==> config.mk <==
export PLATFORM = sky130hd
export DESIGN_NAME = gpio_atomic_bank
export DESIGN_NICKNAME = d
export VERILOG_FILES = /design/src/rtl/gpio_atomic_pkg.sv /design/src/rtl/gpio_in_sync.sv /design/src/rtl/gpio_feat_bank.sv /design/src/rtl/gpio_pad_drive.sv /design/src/rtl/gpio_atomic_bank.sv
export SDC_FILE = /design/constraint.sdc
export NUM_CORES = 1
export LEC_CHECK = 0
export ABC_AREA = 1
export BUFFER_PORTS_ARGS = -buffer_cell sky130_fd_sc_hd__buf_2
export CORE_MARGIN = 2
export CORE_UTILIZATION = 52
export CTS_CLUSTER_SIZE = 28
export DETAILED_ROUTE_END_ITERATION = 12
export PLACE_DENSITY_LB_ADDON = 0.05
export REMOVE_ABC_BUFFERS = 1
export SYNTH_ARGS = -nofsm -noshare
export SYNTH_HDL_FRONTEND = slang
export SYNTH_SLANG_ARGS = --single-unit
==> constraint.sdc <==
create_clock -name clk -period 2.65 [get_ports clk]
set_clock_uncertainty 0.1 [all_clocks]
set_input_delay 0.53 -clock clk [delete_from_list [all_inputs] [get_ports clk]]
set_output_delay 0.53 -clock clk [all_outputs]
set_load 0.05 [all_outputs]
==> src/rtl/gpio_atomic_pkg.sv <==
package gpio_atomic_pkg;

    localparam int NUM_FEAT = 8;

    typedef enum logic [2:0] {
        FT_VAL, FT_DRV_EN, FT_OPEN_DRAIN, FT_ALT1,
        FT_ALT2, FT_PULL_UP, FT_PULL_DN, FT_IN_EN
    } feat_e;

    typedef enum logic [1:0] {
        AK_FEAT, AK_PINLVL, AK_NONE
    } acc_kind_e;

    typedef struct packed {
        acc_kind_e kind;
        feat_e     feat;
    } decode_t;

    // Maps an in-bank byte offset to a register; misaligned addresses are unmapped.
    function automatic decode_t decode_off(input logic [6:0] off);
        decode_t d;
        d.kind = AK_FEAT;
        d.feat = FT_VAL;
        if (off[1:0] != 2'b00) begin
            d.kind = AK_NONE;
        end else begin
            case (off[6:2])
                5'd0:    d.feat = FT_VAL;
                5'd1:    d.feat = FT_DRV_EN;
                5'd2:    d.feat = FT_OPEN_DRAIN;
                5'd4:    d.feat = FT_ALT1;
                5'd5:    d.feat = FT_ALT2;
                5'd6:    d.feat = FT_PULL_UP;
                5'd7:    d.feat = FT_PULL_DN;
                5'd8:    d.feat = FT_IN_EN;
                5'd12:   d.kind = AK_PINLVL;
                default: d.kind = AK_NONE;
            endcase
        end
        return d;
    endfunction

endpackage

==> src/rtl/gpio_in_sync.sv <==
module gpio_in_sync #(
    parameter int W = 32
) (
    input  logic         clk,
    input  logic         rst_n,
    input  logic [W-1:0] din,
    output logic [W-1:0] dout
);
    logic [W-1:0] meta_q;
    logic [W-1:0] sync_q;

    always_ff @(posedge clk) begin
        if (!rst_n) begin
            meta_q <= '0;
            sync_q <= '0;
        end else begin
            meta_q <= din;
            sync_q <= meta_q;
        end
    end

    assign dout = sync_q;

    // the second stage only ever takes what the first stage held
    p_sync_chain_r12: assert property (@(posedge clk) disable iff (!rst_n)
        1'b1 |=> (sync_q == $past(meta_q)));

endmodule

==> src/rtl/gpio_feat_bank.sv <==
module gpio_feat_bank
    import gpio_atomic_pkg::*;
#(
    parameter int W = 16
) (
    input  logic                         clk,
    input  logic                         rst_n,
    input  logic                         wr_en,
    input  decode_t                      dec,
    input  logic [2*W-1:0]               wdata,
    input  logic [W-1:0]                 pin_lvl,
    output logic [W-1:0]                 rd_word,
    output logic [NUM_FEAT-1:0][W-1:0]   feat_q
);
    logic [W-1:0] regs_q [NUM_FEAT];
    logic [W-1:0] set_bits, clr_bits, set_only, clr_only, both;
    logic [W-1:0] sel_cur, nxt;
    logic         wr_hit;

    assign set_bits = wdata[W-1:0];
    assign clr_bits = wdata[2*W-1:W];
    assign set_only = set_bits & ~clr_bits;
    assign clr_only = clr_bits & ~set_bits;
    assign both     = set_bits & clr_bits;
    assign wr_hit   = wr_en && (dec.kind == AK_FEAT);
    assign sel_cur  = regs_q[dec.feat];
    assign nxt      = (sel_cur & ~clr_only) | set_only;

    always_ff @(posedge clk) begin
        if (!rst_n) begin
            for (int f = 0; f < NUM_FEAT; f++) regs_q[f] <= '0;
        end else if (wr_hit) begin
            regs_q[dec.feat] <= nxt;
        end
    end

    always_comb begin
        for (int f = 0; f < NUM_FEAT; f++) feat_q[f] = regs_q[f];
    end

    always_comb begin
        rd_word = '0;
        unique case (dec.kind)
            AK_FEAT:   rd_word = sel_cur;
            AK_PINLVL: rd_word = pin_lvl;
            default:   rd_word = '0;
        endcase
    end

    p_set_lands_r2: assert property (@(posedge clk) disable iff (!rst_n)
        wr_hit |=> ((regs_q[$past(dec.feat)] & $past(set_only)) == $past(set_only)));

    p_clr_lands_r3: assert property (@(posedge clk) disable iff (!rst_n)
        wr_hit |=> ((regs_q[$past(dec.feat)] & $past(clr_only)) == '0));

    p_both_keeps_r4: assert property (@(posedge clk) disable iff (!rst_n)
        wr_hit |=> (((regs_q[$past(dec.feat)] ^ $past(sel_cur)) & $past(both)) == '0));

    p_no_hit_holds_r8: assert property (@(posedge clk) disable iff (!rst_n)
        !wr_hit |=> $stable(feat_q));

    p_lvl_gated_r12: assert property (@(posedge clk) disable iff (!rst_n)
        (pin_lvl & ~regs_q[FT_IN_EN]) == '0);

endmodule

==> src/rtl/gpio_pad_drive.sv <==
module gpio_pad_drive #(
    parameter int W = 32
) (
    input  logic [W-1:0] val,
    input  logic [W-1:0] drv_en,
    input  logic [W-1:0] open_drain,
    input  logic [W-1:0] alt1,
    input  logic [W-1:0] alt2,
    input  logic [W-1:0] pull_up,
    input  logic [W-1:0] pull_dn,
    output logic [W-1:0] pad_oe,
    output logic [W-1:0] pad_out,
    output logic [W-1:0] pad_pu,
    output logic [W-1:0] pad_pd
);
    for (genvar p = 0; p < W; p++) begin : g_pin
        logic owned;
        assign owned      = drv_en[p] & ~alt1[p] & ~alt2[p];
        assign pad_oe[p]  = owned & ~(open_drain[p] & val[p]);
        assign pad_out[p] = open_drain[p] ? 1'b0 : val[p];
        assign pad_pu[p]  = pull_up[p];
        assign pad_pd[p]  = pull_dn[p];
    end

    always_comb begin
        p_oe_owned_r9: assert ((pad_oe & ~(drv_en & ~alt1 & ~alt2)) == '0);
        p_od_low_only_r10: assert ((pad_oe & open_drain & (pad_out | val)) == '0);
    end

endmodule

==> src/rtl/gpio_atomic_bank.sv <==
module gpio_atomic_bank
    import gpio_atomic_pkg::*;
#(
    parameter  int NUM_PINS = 32,
    localparam int BANK_W   = NUM_PINS / 2,
    localparam int DATA_W   = 2 * BANK_W,
    localparam int ADDR_W   = 8
) (
    input  logic              clk,
    input  logic              rst_n,
    input  logic              bus_en,
    input  logic              bus_we,
    input  logic [ADDR_W-1:0] bus_addr,
    input  logic [DATA_W-1:0] bus_wdata,
    output logic [DATA_W-1:0] bus_rdata,
    input  logic [NUM_PINS-1:0] pad_in,
    output logic [NUM_PINS-1:0] pad_oe,
    output logic [NUM_PINS-1:0] pad_out,
    output logic [NUM_PINS-1:0] pad_pu,
    output logic [NUM_PINS-1:0] pad_pd
);
    localparam int NUM_BANKS = 2;

    decode_t                           dec;
    logic                              bank_idx;
    logic [NUM_PINS-1:0]               pin_sync;
    logic [NUM_FEAT-1:0][NUM_PINS-1:0] feat_all;
    logic [NUM_FEAT-1:0][BANK_W-1:0]   bank_feat [NUM_BANKS];
    logic [BANK_W-1:0]                 bank_rd   [NUM_BANKS];
    logic [DATA_W-1:0]                 rdata_q;

    assign dec      = decode_off(bus_addr[ADDR_W-2:0]);
    assign bank_idx = bus_addr[ADDR_W-1];

    gpio_in_sync #(.W(NUM_PINS)) u_sync (
        .clk  (clk),
        .rst_n(rst_n),
        .din  (pad_in),
        .dout (pin_sync)
    );

    for (genvar b = 0; b < NUM_BANKS; b++) begin : g_bank
        logic              wr_b;
        logic [BANK_W-1:0] lvl_b;
        assign wr_b  = bus_en && bus_we && (bank_idx == 1'(b));
        assign lvl_b = pin_sync[b*BANK_W +: BANK_W] & feat_all[FT_IN_EN][b*BANK_W +: BANK_W];

        gpio_feat_bank #(.W(BANK_W)) u_regs (
            .clk    (clk),
            .rst_n  (rst_n),
            .wr_en  (wr_b),
            .dec    (dec),
            .wdata  (bus_wdata),
            .pin_lvl(lvl_b),
            .rd_word(bank_rd[b]),
            .feat_q (bank_feat[b])
        );

        for (genvar f = 0; f < NUM_FEAT; f++) begin : g_feat
            assign feat_all[f][b*BANK_W +: BANK_W] = bank_feat[b][f];
        end
    end

    always_ff @(posedge clk) begin
        if (!rst_n) begin
            rdata_q <= '0;
        end else if (bus_en && !bus_we) begin
            rdata_q <= {{BANK_W{1'b0}}, bank_rd[bank_idx]};
        end
    end

    assign bus_rdata = rdata_q;

    gpio_pad_drive #(.W(NUM_PINS)) u_pads (
        .val       (feat_all[FT_VAL]),
        .drv_en    (feat_all[FT_DRV_EN]),
        .open_drain(feat_all[FT_OPEN_DRAIN]),
        .alt1      (feat_all[FT_ALT1]),
        .alt2      (feat_all[FT_ALT2]),
        .pull_up   (feat_all[FT_PULL_UP]),
        .pull_dn   (feat_all[FT_PULL_DN]),
        .pad_oe    (pad_oe),
        .pad_out   (pad_out),
        .pad_pu    (pad_pu),
        .pad_pd    (pad_pd)
    );

    p_rd_upper_zero_r7: assert property (@(posedge clk) disable iff (!rst_n)
        bus_rdata[DATA_W-1:BANK_W] == '0);

    p_rd_holds_r7: assert property (@(posedge clk) disable iff (!rst_n)
        !(bus_en && !bus_we) |=> $stable(bus_rdata));

    p_bank_isolation_r5: assert property (@(posedge clk) disable iff (!rst_n)
        (bus_en && bus_we && !bank_idx) |=> $stable(bank_feat[1]));

endmodule

---- Word level (Yosys, flattened, before mapping) ----
Memories as Yosys holds them, arrays and structs flattened.
Index checks and enable logic that the tools add are counted.
W data, S select, Z words.
storage, ports and cells
  flip-flop bits (word level) ............. 80
  memory bits (writable) .................. 256
  output and inout bits ................... 160
  word-level logic and storage cells ...... 319
  memories ................................ 2
memory list
  name                     depth  bits a word  rd ports  clocked after memory_dff  wr ports  RTL line              RTL
  g_bank[0].u_regs.regs_q  8      16           9         0                         8         gpio_feat_bank.sv:15  logic [W-1:0] regs_q [NUM_FEAT];
  g_bank[1].u_regs.regs_q  8      16           9         0                         8         gpio_feat_bank.sv:15
cells by class
  magnitude comparators ................... 1
  equal/unequal tests ..................... 9
  muxes and demuxes ....................... 54
  bitwise gates (word level) .............. 237
  reduce and logical (&&, ||, !) cells .... 13
operators by type and width
  kind                  count
  $and A1 B1 Y1         128
  $not A1 Y1            97
  $and A16 B16 Y16      6
  $mux W16              5
  $pmux W16 S2          2
  $not A16 Y16          3
  $mux W1               41
  $or A16 B16 Y16       2
  $reduce_or A16 Y1     2
  $pmux W3 S7           1
  $eq A5 B3 Y1 const B  4
  $eq A5 B4 Y1 const B  2
  $mux W3               3
  $reduce_or A8 Y1      1
  $logic_and A1 B1 Y1   6
  $eq A5 B1 Y1 const B  1
  $eq A5 B2 Y1 const B  1
  $logic_not A5 Y1      1
  $pmux W2 S2           1
  $eq A2 B1 Y1 const B  1
  $ge A2 B2 Y1 const B  1
  $logic_not A2 Y1      1
  $mux W2               1
  $not A1 Y2            1
  2 further kinds       2

---- Depth between registers and ports, before layout ----
  depth after elaboration ................. 11
  mapped depth ............................ 17
  gate-level depth less buffers ........... 16

---- By module ----
A second synthesis with hierarchy kept.
second synthesis, totals
  cells, all modules ...................... 2326
  area total of the unflattened synthesis .. 18097.4 um^2
by module, submodules not included
  module            instances  cells an instance  area each (um^2)  seq. area each (um^2)
  gpio_feat_bank    2          795                6756.5            3843.7
  gpio_in_sync      1          199                1840.5            1281.2
  gpio_pad_drive    1          320                1481.4            0.0
  gpio_atomic_bank  1          217                1262.5            320.3

---- Worst setup path before layout ----
OpenSTA, ideal clock, no wires.
  path type ............................... register -> output
  start ................................... mem g_bank[0].u_regs.regs_q[2][0]
  end ..................................... out pad_oe[0]
  data arrival time ....................... 2.881 ns
  setup slack ............................. -0.861 ns
  cell stages (with the launch flop) ...... 2
  path buffers ............................ 0
  path through ............................ edfxtp_1 > a2111oi_0
RTL lines
  element          RTL line                RTL
  start, declared  gpio_feat_bank.sv:15
  end, declared    gpio_atomic_bank.sv:17  output logic [NUM_PINS-1:0] pad_oe,

==> results.json <==
{
  "status": "complete, no violations",
  "cts_root_buffer": "clkbuf_16",
  "worstSetupStartpoint": "g_bank[0].u_regs.regs_q[2][3]",
  "fin_util_pct": 63.1,
  "htree_levels": 2,
  "clk-insertion-delay-late_ps": 520,
  "r2r-start": "g_bank[1].u_regs.regs_q[2][10]",
  "viasPerCell": 5.40,
  "fin_ws_ps": 32.4,
  "synth.cell_area_um2": 16800,
  "clockPowerShare_pct": 41.5,
  "power_switching_share_pct": 25.4,
  "crit_path_end_kind": "output port",
  "grt_pass1_wl_um": 78700,
  "die_h_um": 184,
  "min_path_type": "input pin to flop",
  "dp.final_hpwl_um": 37000,
  "clk_pin_slew_ps": 60,
  "synth-xor-area-share_pct": 0,
  "grt_max_degree": 82,
  "grt_usage_pct": 31.3,
  "clock_sinks": 336,
  "cp.arrival_ps": 1990,
  "hold_viol": 0,
  "reg2regPathDepth": 8,
  "synthAdderAreaFrac_pct": 0,
  "slew_viol_final": 0,
  "synth_top_family_by_area": "simple AND/OR/NAND/NOR gates",
  "ys_seq_area_share_pct": 55.4,
  "fp.coreArea_um2": 31600,
  "synth_cell_types": 33,
  "power.density_nw_per_um2": 623,
  "drive_above_1_share_pct": 22.1,
  "seqPwrFrac_pct": 47.8,
  "finalCriticalPeriod_ps": 2620,
  "first_pass_iters": 5,
  "combPwrFrac_pct": 10.7,
  "initial_utilization_pct": 53.0,
  "cts_tree": "done",
  "start_kind": "flop",
  "r2r_setup_slack_ps": 860,
  "post-place-ws_ps": -375,
  "synth_top_area_share_pct": 45.8,
  "grt.overflow.total": 0,
  "cts_buffer_depth": 3,
  "reg2reg_to": "g_bank[1].u_regs.regs_q[0][10]",
  "ys_ff_latch": 336,
  "final_common_cell": "nor2_1",
  "power_uw": 12400,
  "peakVddDrop_mv": 0.519,
  "antenna_found_initial": 0,
  "fin_crit_sh_pct": 98.8,
  "path_class": "flop to output port",
  "max_slew_margin_pct": 52.2,
  "areaGrowthSynthToFinish_pct": 19.0,
  "hold_buffers": 0,
  "drt_iter0_markers": 1514,
  "rsz0062_at_grt": "no",
  "die_width_um": 184,
  "yosys.area_share.simple_pct": 28.8,
  "yosys-mux-area-fraction_pct": 0,
  "yosysWarnings": 0,
  "die_area_um2": 33700,
  "critPathMaxFanout": 3,
  "dr_total_vias": 14100,
  "intPower_uw": 9270,
  "p_leak_uw": 0.00950,
  "drcViolationCount": 0,
  "syn_area_per_cell_um2": 8.64,
  "ant_nets": 0,
  "max_freq_mhz": 382,
  "critPathCapture": "pad_oe[3]",
  "synthTopCellsByArea": "edfxtp_1, nor2_1, dfxtp_1",
  "place_congestion": 0.931,
  "synth_cells": 1941,
  "cap_violations": 0,
  "p_sw_uw": 3160,
  "synth-compound-area-share_pct": 4.75,
  "wl_per_cell_um": 20.3,
  "cp.required_ps": 2020,
  "rows": 65,
  "cts_buffers": 38,
  "io_pins": 236,
  "whs_path_depth": 3,
  "totalWireLength_um": 53000,
  "tightest_slew_ps": 717,
  "most-common-layout-cells": "nor2_1, nand2_1, edfxtp_1",
  "layout.nets": 2256,
  "io_buffers": 219,
  "grt_pass1_vias": 13300,
  "finalSetupViolCount": 0,
  "synth_largest_area_cell": "edfxtp_1",
  "antennaDiodeCount": 0
}
-- per-layer routing --
metal  GRT usage (%)  wire, µm  up-vias
met1            44.3     22300     6664
met4            10.0      1690        0
met5               0         0        -
met3            4.08      4420      113
li1                -         -     6637
met2            50.5     24600      698
-- cell usage after synthesis (all sizes together) --
cell type / number
nor2: 507
nand2: 414
edfxtp: 256
nand3: 212
inv: 197
buf: 145
dfxtp: 80
a2111oi: 32
a21oi: 32
o21ai: 32
clkbuf: 18
nand3b: 7
nor3: 4
clkinv: 1
conb: 1
nand4: 1
o2111ai: 1
or2: 1
-- logic make-up after synthesis --
| family | after synthesis |
|---|---|
| flops | 336 |
| buf+inv | 361 |
| simple gates | 1146 |
| compound gates | 97 |
| other cells | 1 |
-- state kept, by name (all words and copies together), names as in the netlist --
name and flops:
bus_rdata 16, g_bank.u_regs.regs_q 256, u_sync.dout 32, u_sync.meta_q 32
-- power groups by stage --
stage	registers, µW	clock network, µW	logic, µW
after floorplan	6140	0	641
after global placement	6040	0	1310
after detailed placement	6050	0	1320
after CTS	5940	5210	1320
after global routing	5950	5420	1410
final	5940	5160	1330
-- critical path, cell delays in order (launching register included) --
cell and delay (ps):
edfxtp_1 420, a2111oi_0 670, buf_2 380
-- how the worst min path moves through the flow --
stage                      start                 to  slack (ps)
4_1_cts               pad_in[19]  u_sync.meta_q[19]          80
6_report              pad_in[25]  u_sync.meta_q[25]          80
2_1_floorplan   u_sync.meta_q[0]     u_sync.dout[0]         290
3_3_place_gp   u_sync.meta_q[31]    u_sync.dout[31]         290
3_5_place_dp    u_sync.meta_q[8]     u_sync.dout[8]         300
5_1_grt               pad_in[30]  u_sync.meta_q[30]          90
-- final cells by class --
class	instances	area, µm²
sequential	336	9290
fill	2755	11700
inverter	198	743
multi-input combinational	1259	5730
tap	402	503
clock inverter	3	16.3
clock buffer	67	1210
timing repair buffer	347	2470
-- what timing repair did --
item,4_1_cts,5_1_grt
buffers inserted,0,0
setup endpoints to repair,4,18
gates cloned,0,0
gates resized for setup,4,7
-- stage by stage --
step           hold WS (ps)  std cells  TNS [ps]  area [µm²]
6_report               83.8       2612         0       20000
2_1_floorplan           290       1793   -425720       15700
3_5_place_dp            298       2542   -111610       18700
5_1_grt                91.1       2612         0       20000
3_3_place_gp            293       2542   -112710       18700
4_1_cts                78.4       2612         0       19900
Note: power is estimated with default switching activity, not from simulation.
